===== config.mk =====
export PLATFORM = sky130hd
export DESIGN_NAME = fde_ctrl
export DESIGN_NICKNAME = d
export VERILOG_FILES = /design/src/rtl/fde_ctrl_pkg.sv /design/src/rtl/fde_op_decoder.sv /design/src/rtl/fde_phase_seq.sv /design/src/rtl/fde_strobe_gen.sv /design/src/rtl/fde_ctrl.sv
export SDC_FILE = /design/constraint.sdc
export NUM_CORES = 1
export LEC_CHECK = 0
export BUFFER_PORTS_ARGS = -buffer_cell sky130_fd_sc_hd__buf_4
export CORE_MARGIN = 2
export CORE_UTILIZATION = 45
export CTS_CLUSTER_DIAMETER = 30
export DETAILED_ROUTE_END_ITERATION = 6
export PLACE_DENSITY = 0.76
export REMOVE_ABC_BUFFERS = 1
export SYNTH_ARGS = -nofsm -noshare
export SYNTH_HDL_FRONTEND = slang
export SYNTH_SLANG_ARGS = --single-unit
export TNS_END_PERCENT = 1

===== constraint.sdc =====
create_clock -name clk -period 3.4 [get_ports clk]
set_input_delay 0.34 -clock clk [delete_from_list [all_inputs] [get_ports clk]]
set_output_delay 0.34 -clock clk [all_outputs]
set_load 0.005 [all_outputs]

===== src/rtl/fde_ctrl_pkg.sv =====
package fde_ctrl_pkg;

   localparam int NUM_PHASE  = 8;
   localparam int NUM_STROBE = 11;

   // phase pulse positions
   localparam int PH_CP1 = 0;
   localparam int PH_CP2 = 1;
   localparam int PH_CP3 = 2;
   localparam int PH_CP4 = 3;
   localparam int PH_CP5 = 4;
   localparam int PH_CP6 = 5;
   localparam int PH_CP7 = 6;
   localparam int PH_CP8 = 7;

   // strobe positions on ctl_o
   localparam int SB_CLR_PC = 0;
   localparam int SB_MAR_LD = 1;
   localparam int SB_MEM_RD = 2;
   localparam int SB_PC_INC = 3;
   localparam int SB_IR_LD  = 4;
   localparam int SB_PC_JMP = 5;
   localparam int SB_HALT   = 6;
   localparam int SB_ACC_SW = 7;
   localparam int SB_ACC_PC = 8;
   localparam int SB_OPR_LD = 9;
   localparam int SB_EXEC   = 10;

   // opcode values with dedicated handling
   localparam int OP_HLT = 0;
   localparam int OP_JMA = 1;
   localparam int OP_JMP = 2;
   localparam int OP_JSR = 3;
   localparam int OP_CSA = 4;
   localparam int OP_NOP = 15;

   typedef enum logic [3:0] {
      ST_RESET,
      ST_F0,
      ST_F1,
      ST_F2,
      ST_F3,
      ST_F4,
      ST_DEC,
      ST_HLT,
      ST_WAIT,
      ST_JMP,
      ST_CSA,
      ST_JSR1,
      ST_JSR2,
      ST_EXEC
   } seq_state_t;

endpackage


===== src/rtl/fde_op_decoder.sv =====
module fde_op_decoder #(
   parameter int OPC_W = 4
) (
   input  logic [OPC_W-1:0]      opcode_i,
   output logic [(1<<OPC_W)-1:0] onehot_o
);
   localparam int NUM_OPS = 1 << OPC_W;

   generate
      for (genvar g = 0; g < NUM_OPS; g++) begin : g_line
         assign onehot_o[g] = (opcode_i == OPC_W'(g));
      end
   endgenerate

endmodule


===== src/rtl/fde_phase_seq.sv =====
module fde_phase_seq
   import fde_ctrl_pkg::*;
#(
   parameter int OPC_W = 4
) (
   input  logic                     clk,
   input  logic                     rst_n,
   input  logic [NUM_PHASE-1:0]     phase_i,
   input  logic [(1<<OPC_W)-1:0]    op_onehot_i,
   input  logic                     acc_sign_i,
   output seq_state_t               state_o
);
   localparam int NUM_OPS = 1 << OPC_W;
   localparam logic [NUM_OPS-1:0] DEDICATED =
      (NUM_OPS'(1) << OP_HLT) | (NUM_OPS'(1) << OP_JMA) |
      (NUM_OPS'(1) << OP_JMP) | (NUM_OPS'(1) << OP_JSR) |
      (NUM_OPS'(1) << OP_CSA) | (NUM_OPS'(1) << OP_NOP);

   seq_state_t state_q, state_d, dispatch;
   logic       is_generic;

   assign is_generic = |(op_onehot_i & ~DEDICATED);

   // target chosen when the decode pause ends
   always_comb begin
      dispatch = ST_WAIT;
      if (op_onehot_i[OP_HLT])      dispatch = ST_HLT;
      else if (op_onehot_i[OP_JMP]) dispatch = ST_JMP;
      else if (op_onehot_i[OP_JMA]) dispatch = acc_sign_i ? ST_JMP : ST_WAIT;
      else if (op_onehot_i[OP_CSA]) dispatch = ST_CSA;
      else if (op_onehot_i[OP_JSR]) dispatch = ST_JSR1;
      else if (is_generic)          dispatch = ST_EXEC;
      else if (op_onehot_i[OP_NOP]) dispatch = ST_WAIT;
   end

   always_comb begin
      state_d = state_q;
      unique case (state_q)
         ST_RESET: state_d = ST_F0;
         ST_F0:    if (phase_i[PH_CP1]) state_d = ST_F1;
         ST_F1:    if (phase_i[PH_CP2]) state_d = ST_F2;
         ST_F2:    if (phase_i[PH_CP3]) state_d = ST_F3;
         ST_F3:    if (phase_i[PH_CP4]) state_d = ST_F4;
         ST_F4:    if (phase_i[PH_CP5]) state_d = ST_DEC;
         ST_DEC:   if (phase_i[PH_CP7]) state_d = dispatch;
         ST_HLT, ST_WAIT, ST_JMP, ST_CSA, ST_EXEC:
                   if (phase_i[PH_CP8]) state_d = ST_F0;
         ST_JSR1:  if (phase_i[PH_CP8]) state_d = ST_JSR2;
         ST_JSR2:  if (phase_i[PH_CP1]) state_d = ST_F1;
         default:  state_d = ST_RESET;
      endcase
   end

   always_ff @(posedge clk or negedge rst_n) begin
      if (!rst_n) state_q <= ST_RESET;
      else        state_q <= state_d;
   end

   assign state_o = state_q;

   assert_reset_exit_R1: assert property (@(posedge clk) disable iff (!rst_n)
      (state_q == ST_RESET) |=> (state_q == ST_F0));

   assert_hold_in_f0_R3: assert property (@(posedge clk) disable iff (!rst_n)
      (state_q == ST_F0 && !phase_i[PH_CP1]) |=> (state_q == ST_F0));

   assert_hold_in_dec_R3: assert property (@(posedge clk) disable iff (!rst_n)
      (state_q == ST_DEC && !phase_i[PH_CP7]) |=> (state_q == ST_DEC));

   assert_jma_positive_R8: assert property (@(posedge clk) disable iff (!rst_n)
      (state_q == ST_DEC && phase_i[PH_CP7] && op_onehot_i[OP_JMA] && !acc_sign_i)
      |=> (state_q == ST_WAIT));

   assert_jsr_rejoin_R10: assert property (@(posedge clk) disable iff (!rst_n)
      (state_q == ST_JSR2 && phase_i[PH_CP1]) |=> (state_q == ST_F1));

endmodule


===== src/rtl/fde_strobe_gen.sv =====
module fde_strobe_gen
   import fde_ctrl_pkg::*;
(
   input  seq_state_t              state_i,
   input  logic [NUM_PHASE-1:0]    phase_i,
   output logic [NUM_STROBE-1:0]   strobe_o
);
   always_comb begin
      strobe_o = '0;
      unique case (state_i)
         ST_RESET: strobe_o[SB_CLR_PC] = 1'b1;
         ST_F0:    strobe_o[SB_MAR_LD] = phase_i[PH_CP1];
         ST_F1:    strobe_o[SB_MEM_RD] = phase_i[PH_CP2];
         ST_F3:    strobe_o[SB_PC_INC] = phase_i[PH_CP4];
         ST_F4:    strobe_o[SB_IR_LD]  = phase_i[PH_CP5];
         ST_HLT:   strobe_o[SB_HALT]   = phase_i[PH_CP8];
         ST_JMP:   strobe_o[SB_PC_JMP] = phase_i[PH_CP8];
         ST_CSA:   strobe_o[SB_ACC_SW] = phase_i[PH_CP8];
         ST_JSR1:  strobe_o[SB_ACC_PC] = phase_i[PH_CP8];
         ST_JSR2:  strobe_o[SB_OPR_LD] = phase_i[PH_CP1];
         ST_EXEC:  strobe_o[SB_EXEC]   = phase_i[PH_CP8];
         default:  strobe_o = '0;
      endcase
   end

endmodule


===== src/rtl/fde_ctrl.sv =====
module fde_ctrl
   import fde_ctrl_pkg::*;
#(
   parameter int OPC_W = 4
) (
   input  logic                    clk,
   input  logic                    rst_n,
   input  logic [NUM_PHASE-1:0]    phase_i,
   input  logic [OPC_W-1:0]        opcode_i,
   input  logic                    acc_sign_i,
   output logic [NUM_STROBE-1:0]   ctl_o
);
   localparam int NUM_OPS = 1 << OPC_W;

   generate
      if (OPC_W < 4 || OPC_W > 8) begin : g_bad_width
         $error("fde_ctrl: OPC_W must lie between 4 and 8");
      end
   endgenerate

   logic [NUM_OPS-1:0]    op_onehot;
   seq_state_t            state;
   logic [NUM_STROBE-1:0] strobe;

   fde_op_decoder #(.OPC_W(OPC_W)) u_dec (
      .opcode_i (opcode_i),
      .onehot_o (op_onehot)
   );

   fde_phase_seq #(.OPC_W(OPC_W)) u_seq (
      .clk         (clk),
      .rst_n       (rst_n),
      .phase_i     (phase_i),
      .op_onehot_i (op_onehot),
      .acc_sign_i  (acc_sign_i),
      .state_o     (state)
   );

   fde_strobe_gen u_stb (
      .state_i  (state),
      .phase_i  (phase_i),
      .strobe_o (strobe)
   );

   assign ctl_o = rst_n ? strobe : '0;

   assert_single_strobe_R12: assert property (@(posedge clk) disable iff (!rst_n)
      $onehot0(ctl_o));

   assert_clear_once_R1: assert property (@(posedge clk) disable iff (!rst_n)
      ctl_o[SB_CLR_PC] |=> !ctl_o[SB_CLR_PC]);

   assert_mar_on_cp1_R2: assert property (@(posedge clk) disable iff (!rst_n)
      ctl_o[SB_MAR_LD] |-> phase_i[PH_CP1]);

   assert_ir_on_cp5_R2: assert property (@(posedge clk) disable iff (!rst_n)
      ctl_o[SB_IR_LD] |-> phase_i[PH_CP5]);

   assert_halt_on_cp8_R5: assert property (@(posedge clk) disable iff (!rst_n)
      ctl_o[SB_HALT] |-> phase_i[PH_CP8]);

   assert_exec_on_cp8_R11: assert property (@(posedge clk) disable iff (!rst_n)
      ctl_o[SB_EXEC] |-> phase_i[PH_CP8]);

endmodule


==> summary by stage, run 1 <==
Setup path
The buffer and inverter count on the worst path is 3. The most frequent cell on the critical path is buf_4. Measured in cells, the most critical reg-to-reg path has a length of 5.

The worst setup path is launched from an input pin. The worst register-to-register path ends at u_seq.state_o[3]. The kind of critical path is in2out. Broken down by cell family, the worst path's largest delay share belongs to buffers and inverters.

The largest fanout on the critical path is 9. The data arrival time of the worst path is roughly 1.6 ns. The signal on the critical path passes through dlygate4sd3_1 -> buf_4 -> nand2_1 -> or2_1 -> nor2b_1 -> buf_4. The required time at the endpoint of the critical path is 3.06 ns. The launch point of the worst reg-to-reg path is u_seq.state_o[3]. The critical path's largest stage delay is between 0.5 and 0.6 ns. The cell with the largest stage delay on the worst path is dlygate4sd3_1. The slack of the worst reg-to-reg path is around 1.6 ns. The endpoint class of the critical path is an output port.

Routing
After detailed routing, the number of vias per cell comes to 5.68. In this run, the number of DRC markers left after iteration 0 of detailed routing was 24. In the final routed layout, each cell accounts on average for 12.7 um. For this run, design rule violations remaining after detail routing come to 0. The detail route stage leaves a number of antenna-violating nets equal to 0. Before antenna repair, the detailed router went through 4 iterations.

For this block, the routed nets add up to 1660 um of wire. The total number of vias is between 700 and 800.

STA
The max-slew violation count is 0. Of the available clock period, the critical path in the final layout requires 58.1%. Based on the critical path, the design can be clocked at up to 506 MHz. The tightest hold margin is 0.476 ns. Between clock sinks in the finished design, the worst skew comes to 0.000774 ns.

Setup repair after global routing left no endpoint under its margin. The actual slew at the worst max-slew pin is 0.575 ns. Setup violations remaining at the end of the flow were counted as 0. The worst slew margin relative to its limit is 61.7%.

Counting I/O delays and the setup requirement, the final critical path takes slightly below 2 ns. For the final routed database, the setup TNS stands at 0 ns. The final count of hold timing violations is 0.

Pwr
For this design the ratio of total power to cell area is 670 mW/mm^2. The static power due to leakage is about 0.37 nW. The peak supply drop is 0.321 mV.

Clock tree
The count of clock tree sinks is 4. The clock latency on the worst-skew pair is between 0.2 and 0.25 ns. The number of buffers on the longest clock path is 2.

The number of buffers inserted during clock tree synthesis is 3. TritonCTS built the clock tree. The number of setup buffers added after CTS is 0. The root buffer selected by CTS is clkbuf_4.

CTS built an H-tree with a depth of 1. Clock-pin slew was measured on the worst setup and hold paths at around 0.03 ns.

Place
The number of buffers added on ports is 24. Routability-driven placement finished with a final weighted congestion of 0.847. The half-perimeter wire length of the detailed placement result is 1240 um. Summing all placed instances gives a cell area of 788 um^2.

Logic synthesis
Yosys attributes the largest share of cell area to dfrtp_1 (16%), a21oi_1 (8.1%), nor2_1 (7.9%), mux2i_1 (4.8%), nor3_1 (4.8%). The post-synthesis async set-or-reset flop share is 100%. The number of instances in the synthesized netlist is 92. In this run, synthesis produced a sequential element count of 4.

The netlist area before placement is 619 um^2. The main flop type after synthesis is dfrtp_1. The total number of yosys warnings is 0. The number of flops mapped to enable cells by yosys is 0. The post-synthesis cell type count is 31. The average instance in the mapped netlist occupies about 6.7 um^2.

Summed over all instances, the cell type with the most area after synthesis is dfrtp_1. The post-synthesis sequential area ratio is 16.2%. The area share of the largest cell type after synthesis is 16.2%.

Floorplanning
The floorplan step defined a core boundary enclosing approximately 0.0013 mm^2. The floorplan step set the die height to 41.1 um. The area of the die is 0.00169 mm^2. After floorplanning, the core was divided into 13 placement rows. The effective utilization at floorplan is 47.6%. The die is 41.1 um wide. Pin placement for this block handled 26 I/O pins.

Finish
The register with the most flip-flops in the layout has 4 of them. The number of antenna cells inserted is 0. The library cells used most frequently in the layout, excluding fill and tap cells, are buf_4 (24), nor2_1 (13), a21oi_1 (10), nand2_1 (8). The area added between synthesis and finish is 32.5%. The net total in the final layout is 132. The fraction of final layout cells sized beyond drive strength 1 is 28.7%. Leaving out fill and tap cells, the most frequent cell in the layout is buf_4.

The area of all placed cells without fillers is 821 um^2.

Global route
The via count of the first global-routing pass is 578. The met1 routing resource usage after global routing is 28.9%. The first global-routing pass estimated 2480 um of wire. After global routing the overflow that remains totals 0.

The pin count of the biggest net entering global routing is 18. The number of antenna violations at the first check in global routing is 0. For this run, global-route usage on met2 was measured as 37.1%. The global-route track usage on met3 is under 10%. The overall track demand over capacity in global routing is 21.6%. met2 is the most crowded layer.

Hold path
The path category of the worst min-delay check is in2async.

Run
The total of max-cap violations is 0.

Outcome
The flow ran to the end, and the final reports show no timing, DRC or antenna violations.
==> worst max path at each step <==
stage | from | endpoint | slack [ns] | depth (start not counted)
finish | rst_n | ctl_o[7] | 1.42 | 6
global route | rst_n | ctl_o[7] | 1.35 | 6
CTS | rst_n | ctl_o[7] | 1.41 | 6
detailed placement | u_seq.state_o[3] | u_seq.state_o[3] | 1.62 | 5
global placement | u_seq.state_o[3] | u_seq.state_o[3] | 1.59 | 5
floorplan | u_seq.state_o[3] | u_seq.state_o[0] | 1.85 | 5
==> cell type report <==
class | instances | area (um^2)
Clock buffer | 3 | 22.5
Fill cell | 130 | 480
Inverter | 5 | 18.8
Multi-Input combinational cell | 78 | 470
Sequential cell | 4 | 100
Tap cell | 15 | 18.8
Timing Repair Buffer | 25 | 190
==> routing by layer <==
layer  wire length [um]  vias up  share of wire (%)
met2                791       24                 48
met5                  0        -                  0
met3                105        0                6.3
met1                758      332                 46
li1                   -      382                  -
met4                  0        0                  0
==> power breakdown <==
| part | leakage [nW] | switching (mW) | total, mW | internal [mW] |
|---|---|---|---|---|
| registers | 0.0475 | 0.0856 | 0.156 | 0.0702 |
| logic | 0.308 | 0.169 | 0.340 | 0.172 |
| clock network | 0.0138 | 0.0145 | 0.0537 | 0.0392 |
| total | 0.369 | 0.269 | 0.550 | 0.281 |
==> cell usage after synthesis (3+ instances only) <==
cell type	instances
inv_1	5
nor2_1	13
nor2b_1	4
dfrtp_1	4
nand2b_1	3
nand3_1	3
buf_2	3
a21oi_1	10
o21ai_0	6
nand2_1	8
nor3_1	6
a31oi_1	4
mux2i_1	3
==> per-stage QoR <==
stage	setup WS (ns)	utilization, %	cells	power [mW]
global route	1.35	63.1	130	0.606
finish	1.42	63.1	130	0.550
global placement	1.59	60.6	126	0.491
floorplan	1.85	-	87	0.393
CTS	1.41	63.1	130	0.548
detailed placement	1.62	60.6	126	0.490
==> timing repair <==
item / CTS / global route
gates resized for setup: 0 / 0
hold buffers: 1 / 0
hold endpoints to repair: 4 / 0
==> logic make-up (layout without fill, tap and decap cells) <==
group	Yosys count	in the layout	synth area share [%]
multiplexers	4	4	7.27
AND/OR/NAND/NOR	46	46	39.0
buffers and inverters	10	33	7.88
AO/OA/AOI/OAI	28	28	29.7
flip-flops	4	4	16.2
Note: power is estimated with default switching activity, not from simulation.
==> run 2: changes to the inputs <==
--- a/config.mk
+++ b/config.mk
@@ -7,10 +7,10 @@
 export LEC_CHECK = 0
 export BUFFER_PORTS_ARGS = -buffer_cell sky130_fd_sc_hd__buf_4
 export CORE_MARGIN = 2
-export CORE_UTILIZATION = 45
+export CORE_UTILIZATION = 42
 export CTS_CLUSTER_DIAMETER = 30
 export DETAILED_ROUTE_END_ITERATION = 6
-export PLACE_DENSITY = 0.76
+export PLACE_DENSITY = 0.74
 export REMOVE_ABC_BUFFERS = 1
 export SYNTH_ARGS = -nofsm -noshare
 export SYNTH_HDL_FRONTEND = slang
==> constraint.sdc (replaced) <==
create_clock -name clk -period 1.8 [get_ports clk]
set_input_delay 0.18 -clock clk [delete_from_list [all_inputs] [get_ports clk]]
set_output_delay 0.18 -clock clk [all_outputs]
set_load 0.005 [all_outputs]
==> summary by stage, run 2 (same netlist as run 1, synthesis figures left out) <==
Outcome
The flow ran to the end, and the final reports show no timing, DRC or antenna violations.

Clock tree
The number of buffers inserted during clock tree synthesis is 3 (unchanged). The number of buffers on the longest clock path is 2 (unchanged). The count of clock tree sinks came to 4 (unchanged).

The number of setup buffers added after CTS is 0 (unchanged). The tree is rooted in a clkbuf_4. The clock latency on the worst-skew pair came to 0.23 ns (about the same). The deepest level of the CTS H-tree is 1 (unchanged). The clock tree from TritonCTS is built. The clock transition at the registers of the reported paths is 0.04 ns (about the same).

STA
The clock tree skew after final layout is 0.00591 ns (+0.00514 ns). The max-slew violation count is 0 (unchanged). The worst slew margin relative to its limit was 79.2% (+18 points). For this run, the top clock speed supported by timing is 576 MHz. Setup repair after global routing could not meet its margin everywhere. The final clock period utilization by the worst path is 96.5%. The final count of hold timing violations was 0 (unchanged). The actual slew at the worst max-slew pin is 0.311 ns (-0.263 ns).

Counting I/O delays and the setup requirement, the final critical path takes roughly 1.7 ns. The count of final setup violators was 0 (unchanged).

Setup path
The slowest stage of the critical path belongs to the cell dfrtp_1. The critical path's largest stage delay is 0.51 ns (-0.02 ns). The endpoint of the worst-slack reg-to-reg timing path is u_seq.state_o[3]. The depth of the most critical reg-to-reg path is 5 (unchanged). Traced cell by cell, the critical path runs through buf_4 -> nand2b_1 -> or2_1 -> nor2b_1 -> buf_4. The startpoint identified for the worst register-to-register timing path is u_seq.state_o[0]. The required time at the endpoint of the critical path came to 1.62 ns (-1.44 ns).

The kind of critical path is reg2out. The most frequent cell on the critical path is buf_4. The largest fanout on the critical path came to 10 (+1).

The worst setup path is captured at an output port. STA classifies the critical path startpoint as a register. The data arrival time of the worst path is 1.56 ns (-0.08 ns). The slack of the worst reg-to-reg path is 0.10 ns (-1.49 ns).

Finish
The net total in the final layout was 137 (+3.8%). The area added between synthesis and finish is 40.2%. Leaving out fill and tap cells, the most frequent cells in the layout are buf_4 (29), nor2_1 (13), a21oi_1 (10), nand2_1 (8). The post-layout instance count excluding filler cells was 135 (+3.8%). The fraction of final layout cells sized beyond drive strength 1 was 34.2% (+5.5 points). The leading cell type in the layout, fill and taps excluded is buf_4. The share of the core filled with cells in the final layout is 65.1% (+2.0 points). The number of flip-flops in the largest register is 4 (unchanged). The number of antenna cells inserted was 0 (unchanged).

Routing
The highest metal layer with signal wires is met4. The number of violations reported at the end of detailed-routing iteration 0 was 12 (-50%). The total number of vias is 786 (+6.5%). The met2 wire length came to 897 um (+13%).

The routed length on met3 is 110 um (+4.8%). The number of design rule violations left after detail routing is 0 (unchanged). The routed length per instance is 13.3 um (+4.3%). The number of vias per cell after detailed routing is 5.82 (+2.6%). The aggregate routed wire length is 1790 um (+8.3%). The first-pass iteration count of the detailed router is 4 (unchanged).

The wire length the detailed router placed on met1 is 769 um (+1.5%). The remaining antenna violation count is 0 (unchanged).

Global route
The via count of the first global-routing pass was 761 (+32%). The first-pass GRT wire length came to 3110 um (+25%). The pin count of the biggest net entering global routing was 12 (-6).

The total grt overflow is 0 (unchanged). The number of antenna violations at the first check in global routing is 0 (unchanged). The overall track demand over capacity in global routing is 21.3% (-0.31 points).

Pwr
The static power due to leakage is 0.394 nW (+6.8%). The ratio of total power to cell area is 1330 mW/mm^2 (+99%). The peak supply drop is 0.588 mV (+83%).

Floorplanning
The effective utilization at floorplan came to 46.4% (-1.2 points). The vertical die dimension is 42.4 um (+3.2%). The area of the die is 0.00180 mm^2 (+6.4%). The die outline width was 42.4 um (+3.2%). The boundary pin count is 26 (unchanged). The placeable core region is 0.00133 mm^2 (+2.5%). The number of placement rows is 13 (unchanged).

Place
The half-perimeter wire length of the detailed placement result is 1380 um (+11%). The final weighted congestion in routability-driven placement is 0.787 (-7.2%). The number of buffers added on ports is 24 (unchanged).

The number of placed instances, taps included is 131 (+4.0%).

Hold path
The path category of the worst min-delay check is in2async.

Run
The total of max-cap violations is 0 (unchanged).
-- run 2: where the power goes --
part	internal (mW)	leakage (nW)	switching (mW)
registers	0.139	0.0456	0.102
logic	0.391	0.334	0.416
clock network	0.0744	0.0138	0.0342
total	0.605	0.394	0.552
-- run 2: timing repair --
action | CTS | global route
endpoints found under the setup margin | 0 | 5
hold buffers | 1 | 0
resized for setup | 0 | 3
endpoints found under the hold margin | 4 | 0
-- run 2: layer usage --
metal | track usage (%) | vias up
met4 | 6.88 | 0
met5 | 0 | -
met3 | 2.16 | 2
li1 | - | 390
met2 | 36.3 | 35
met1 | 27.7 | 359
-- run 2: final cells by class --
cell class | instances | area (um^2)
Fill cell | 119 | 465
Tap cell | 15 | 18.8
Multi-Input combinational cell | 78 | 478
Timing Repair Buffer | 30 | 228
Inverter | 5 | 18.8
Clock buffer | 3 | 22.5
Sequential cell | 4 | 103
-- run 2: critical path, delay by kind of cell (launching register included) --
kind	cells	cell delay (ns)
buffers and inverters	2	0.35
AND/OR/NAND/NOR	3	0.46
flip-flops	1	0.51
-- run 2: worst max-delay path by stage --
stage                             to  slack [ns]             start  cells after the start
detailed placement  u_seq.state_o[3]        0.12  u_seq.state_o[1]                      5
global route                ctl_o[5]      -0.001  u_seq.state_o[3]                      5
finish                      ctl_o[7]        0.06  u_seq.state_o[3]                      5
CTS                         ctl_o[7]        0.07  u_seq.state_o[2]                      5
global placement    u_seq.state_o[3]        0.14  u_seq.state_o[2]                      5
floorplan           u_seq.state_o[0]        0.25  u_seq.state_o[3]                      5
-- run 2: metrics by stage --
stage / power [mW] / setup slack, ns / setup TNS (ns) / hold slack [ns] / area [um^2]
final: 1.16 / 0.0627 / 0 / 0.305 / 868
after floorplan: 0.741 / 0.245 / 0 / -0.116 / 589
after detailed placement: 1.02 / 0.123 / 0 / -0.000636 / 826
after global routing: 1.27 / -0.00139 / -0.00139 / 0.304 / 868
after CTS: 1.13 / 0.0653 / 0 / 0.303 / 858
after global placement: 1.00 / 0.141 / 0 / -0.00197 / 826
==> run 3: changes to the inputs <==
--- a/config.mk
+++ b/config.mk
@@ -7,10 +7,10 @@
 export LEC_CHECK = 0
 export BUFFER_PORTS_ARGS = -buffer_cell sky130_fd_sc_hd__buf_4
 export CORE_MARGIN = 2
-export CORE_UTILIZATION = 42
+export CORE_UTILIZATION = 45
 export CTS_CLUSTER_DIAMETER = 30
 export DETAILED_ROUTE_END_ITERATION = 6
-export PLACE_DENSITY = 0.74
+export PLACE_DENSITY = 0.76
 export REMOVE_ABC_BUFFERS = 1
 export SYNTH_ARGS = -nofsm -noshare
 export SYNTH_HDL_FRONTEND = slang
==> constraint.sdc (replaced) <==
create_clock -name clk -period 2.2 [get_ports clk]
set_input_delay 0.22 -clock clk [delete_from_list [all_inputs] [get_ports clk]]
set_output_delay 0.22 -clock clk [all_outputs]
set_load 0.005 [all_outputs]
==> summary by stage, run 3 (same netlist as run 1, synthesis figures left out) <==
Finish
The number of flip-flops in the largest register is 4 (unchanged). The top cell types in the final layout, fill and taps aside, are buf_4 (24), nor2_1 (13), a21oi_1 (10), nand2_1 (8). The leading cell type in the layout, fill and taps excluded is buf_4. The number of antenna cells inserted is 0 (unchanged).

The share of the core filled with cells in the final layout is 63.1% (-2.0 points). The number of filler instances in the final layout is 134 (+13%). The area of all placed cells without fillers is 821 um^2 (-5.5%). The net total in the final layout is 132 (-3.6%).

The area added between synthesis and finish is 32.5%. The fraction of final layout cells sized beyond drive strength 1 is 28.7% (-5.5 points).

Setup path
The endpoint class of the critical path is an output port. The worst setup path is launched from a register. The slack of the worst reg-to-reg path is 0.40 ns (+0.30 ns). The endpoint identified for the worst register-to-register timing path is u_seq.state_o[3]. The depth of the most critical reg-to-reg path came to 5 (unchanged). The worst setup path is of the reg2out kind. The largest fanout on the critical path is 17 (+7). The data arrival time of the worst path was 1.63 ns (+0.07 ns). The required time at the endpoint of the critical path is 1.98 ns (+0.36 ns). The launch point of the worst reg-to-reg path is u_seq.state_o[3].

Hold path
The min-delay analysis places its worst path in the category in2async.

Floorplanning
The placeable core region is 0.00130 mm^2 (-2.4%). The effective utilization at floorplan is 47.6% (+1.2 points). The die outline width came to 41.1 um (-3.1%). The boundary pin count is 26 (unchanged). The number of placement rows is 13 (unchanged). The vertical die dimension is 41.1 um (-3.1%).

The area of the die came to 0.00169 mm^2 (-6.0%).

Pwr
The net switching share of the total power is 49.5% (+1.8 points). The switching power was 0.426 mW (-23%). The power consumption is 0.860 mW (-26%). The share of total power in sequential cells is 28.3% (+7.4 points). The static power due to leakage came to 0.369 nW (-6.3%). The peak supply drop was 0.477 mV (-19%). The ratio of total power to cell area is 1050 mW/mm^2 (-21%). The logic gate share of total power was 61.3% (-8.5 points).

The share of total power in the clock network came to 10.4% (+1.0 points). The internal power is 0.435 mW (-28%).

Global route
The overall track demand over capacity in global routing was 22.1% (+0.86 points). The first-pass GRT wire length was 2520 um (-19%). The number of antenna violations at the first check in global routing is 0 (unchanged). The via count of the first global-routing pass was 583 (-23%).

The pin count of the biggest net entering global routing was 18 (+6). The total grt overflow is 0 (unchanged).

Outcome
The run finished with clean final reports.

Routing
The aggregate routed wire length is 1670 um (-6.9%). The number of design rule violations left after detail routing was 0 (unchanged). The number of violations reported at the end of detailed-routing iteration 0 is 8 (-4). The number of vias per cell after detailed routing is 5.80 (-0.38%). The first-pass iteration count of the detailed router is 4 (unchanged). The remaining antenna violation count is 0 (unchanged).

The total number of vias was 754 (-4.1%). The routed length per instance is 12.8 um (-3.3%).

Clock tree
The number of buffers on the longest clock path came to 2 (unchanged). The tree is rooted in a clkbuf_4. The clock tree from TritonCTS is built. The deepest level of the CTS H-tree is 1 (unchanged). The count of clock tree sinks is 4 (unchanged). The clock latency on the worst-skew pair is 0.23 ns (about the same). The number of buffers inserted during clock tree synthesis is 3 (unchanged). The clock transition at the registers of the reported paths is 0.04 ns (about the same).

STA
The actual slew at the worst max-slew pin was 0.588 ns (+0.276 ns). The worst setup slack after layout is 0.348 ns (+0.285 ns). The final clock period utilization by the worst path is between 80% and 90%. The maximum clock frequency is between 500 and 600 MHz. The count of final setup violators is 0 (unchanged). The clock tree skew after final layout is 0.00488 ns (-0.00103 ns).

Setup repair after global routing left no endpoint under its margin. The final count of hold timing violations is 0 (unchanged). Counting I/O delays and the setup requirement, the final critical path takes 1.85 ns.

The max-slew violation count is 0 (unchanged). The aggregate negative setup slack is 0 ns (unchanged). The worst slew margin relative to its limit is 60.8% (-18 points).

Place
The pre-CTS setup slack is 0.436 ns (+0.313 ns). The number of buffers added on ports is 24 (unchanged). The final weighted congestion in routability-driven placement is 0.855 (+8.7%). The total cell area at the placement stage is 788 um^2 (-4.5%). The half-perimeter wire length of the detailed placement result is 1260 um (-8.5%).

Run
The total of max-cap violations is 0 (unchanged).
==> run 3: cell types whose count changed in the layout (fill, tap and decap cells not counted) <==
cell and delta:
dfrtp_1 +2, o32ai_2 -1, buf_4 -5, o32ai_1 +1, dfrtp_2 -2
==> run 3: repair_timing <==
item	4_1_cts	5_1_grt
setup endpoints to repair	0	0
hold endpoints to repair	4	0
hold buffers	1	0
gates resized for setup	0	0
setup buffers	0	0
==> run 3: layer usage <==
layer  share of wire [%]  wire length, um  vias to the layer above  track usage [%]
met5                   0                0                        -                0
met4                0.84               14                        0             4.84
met3                 6.3              105                        2             4.89
met2                  47              783                       32             37.1
met1                  46              766                      332             28.6
li1                    -                -                      388                -
==> run 3: area by class of cell <==
type | instances | area, um^2 | area share [%]
clock buffers | 3 | 22.5 | 2.74
inverters | 5 | 18.8 | 2.29
multi-input cells | 78 | 470 | 57.3
repair buffers | 25 | 190 | 23.2
well taps | 15 | 18.8 | 2.29
flip-flops and latches | 4 | 100 | 12.2
==> run 3: per-stage QoR <==
stage	cells	hold slack, ns
6_report	130	0.343
4_1_cts	130	0.344
3_5_place_dp	126	0.0376
2_1_floorplan	87	-0.0756
3_3_place_gp	126	0.0363
5_1_grt	130	0.344
==> run 3: power by group through the flow <==
stage	registers, mW	logic [mW]	clock network (mW)
final	0.243	0.527	0.0896
after floorplan	0.199	0.408	0
after detailed placement	0.241	0.524	0
after CTS	0.241	0.529	0.0910
after global routing	0.255	0.588	0.101
after global placement	0.238	0.518	0
==> run 3: worst max-delay path by stage <==
stage / startpoint / end
after floorplan: u_seq.state_o[3] / u_seq.state_o[0]
after global routing: u_seq.state_o[3] / ctl_o[7]
after CTS: u_seq.state_o[3] / ctl_o[7]
after detailed placement: u_seq.state_o[3] / u_seq.state_o[3]
after global placement: u_seq.state_o[3] / u_seq.state_o[3]
final: u_seq.state_o[3] / ctl_o[7]
==> run 3: critical path: stages (launching register included) <==
cell	delay [ns]
dfrtp_1	0.71
nand2b_1	0.16
or2_1	0.28
nor2b_1	0.13
buf_4	0.12
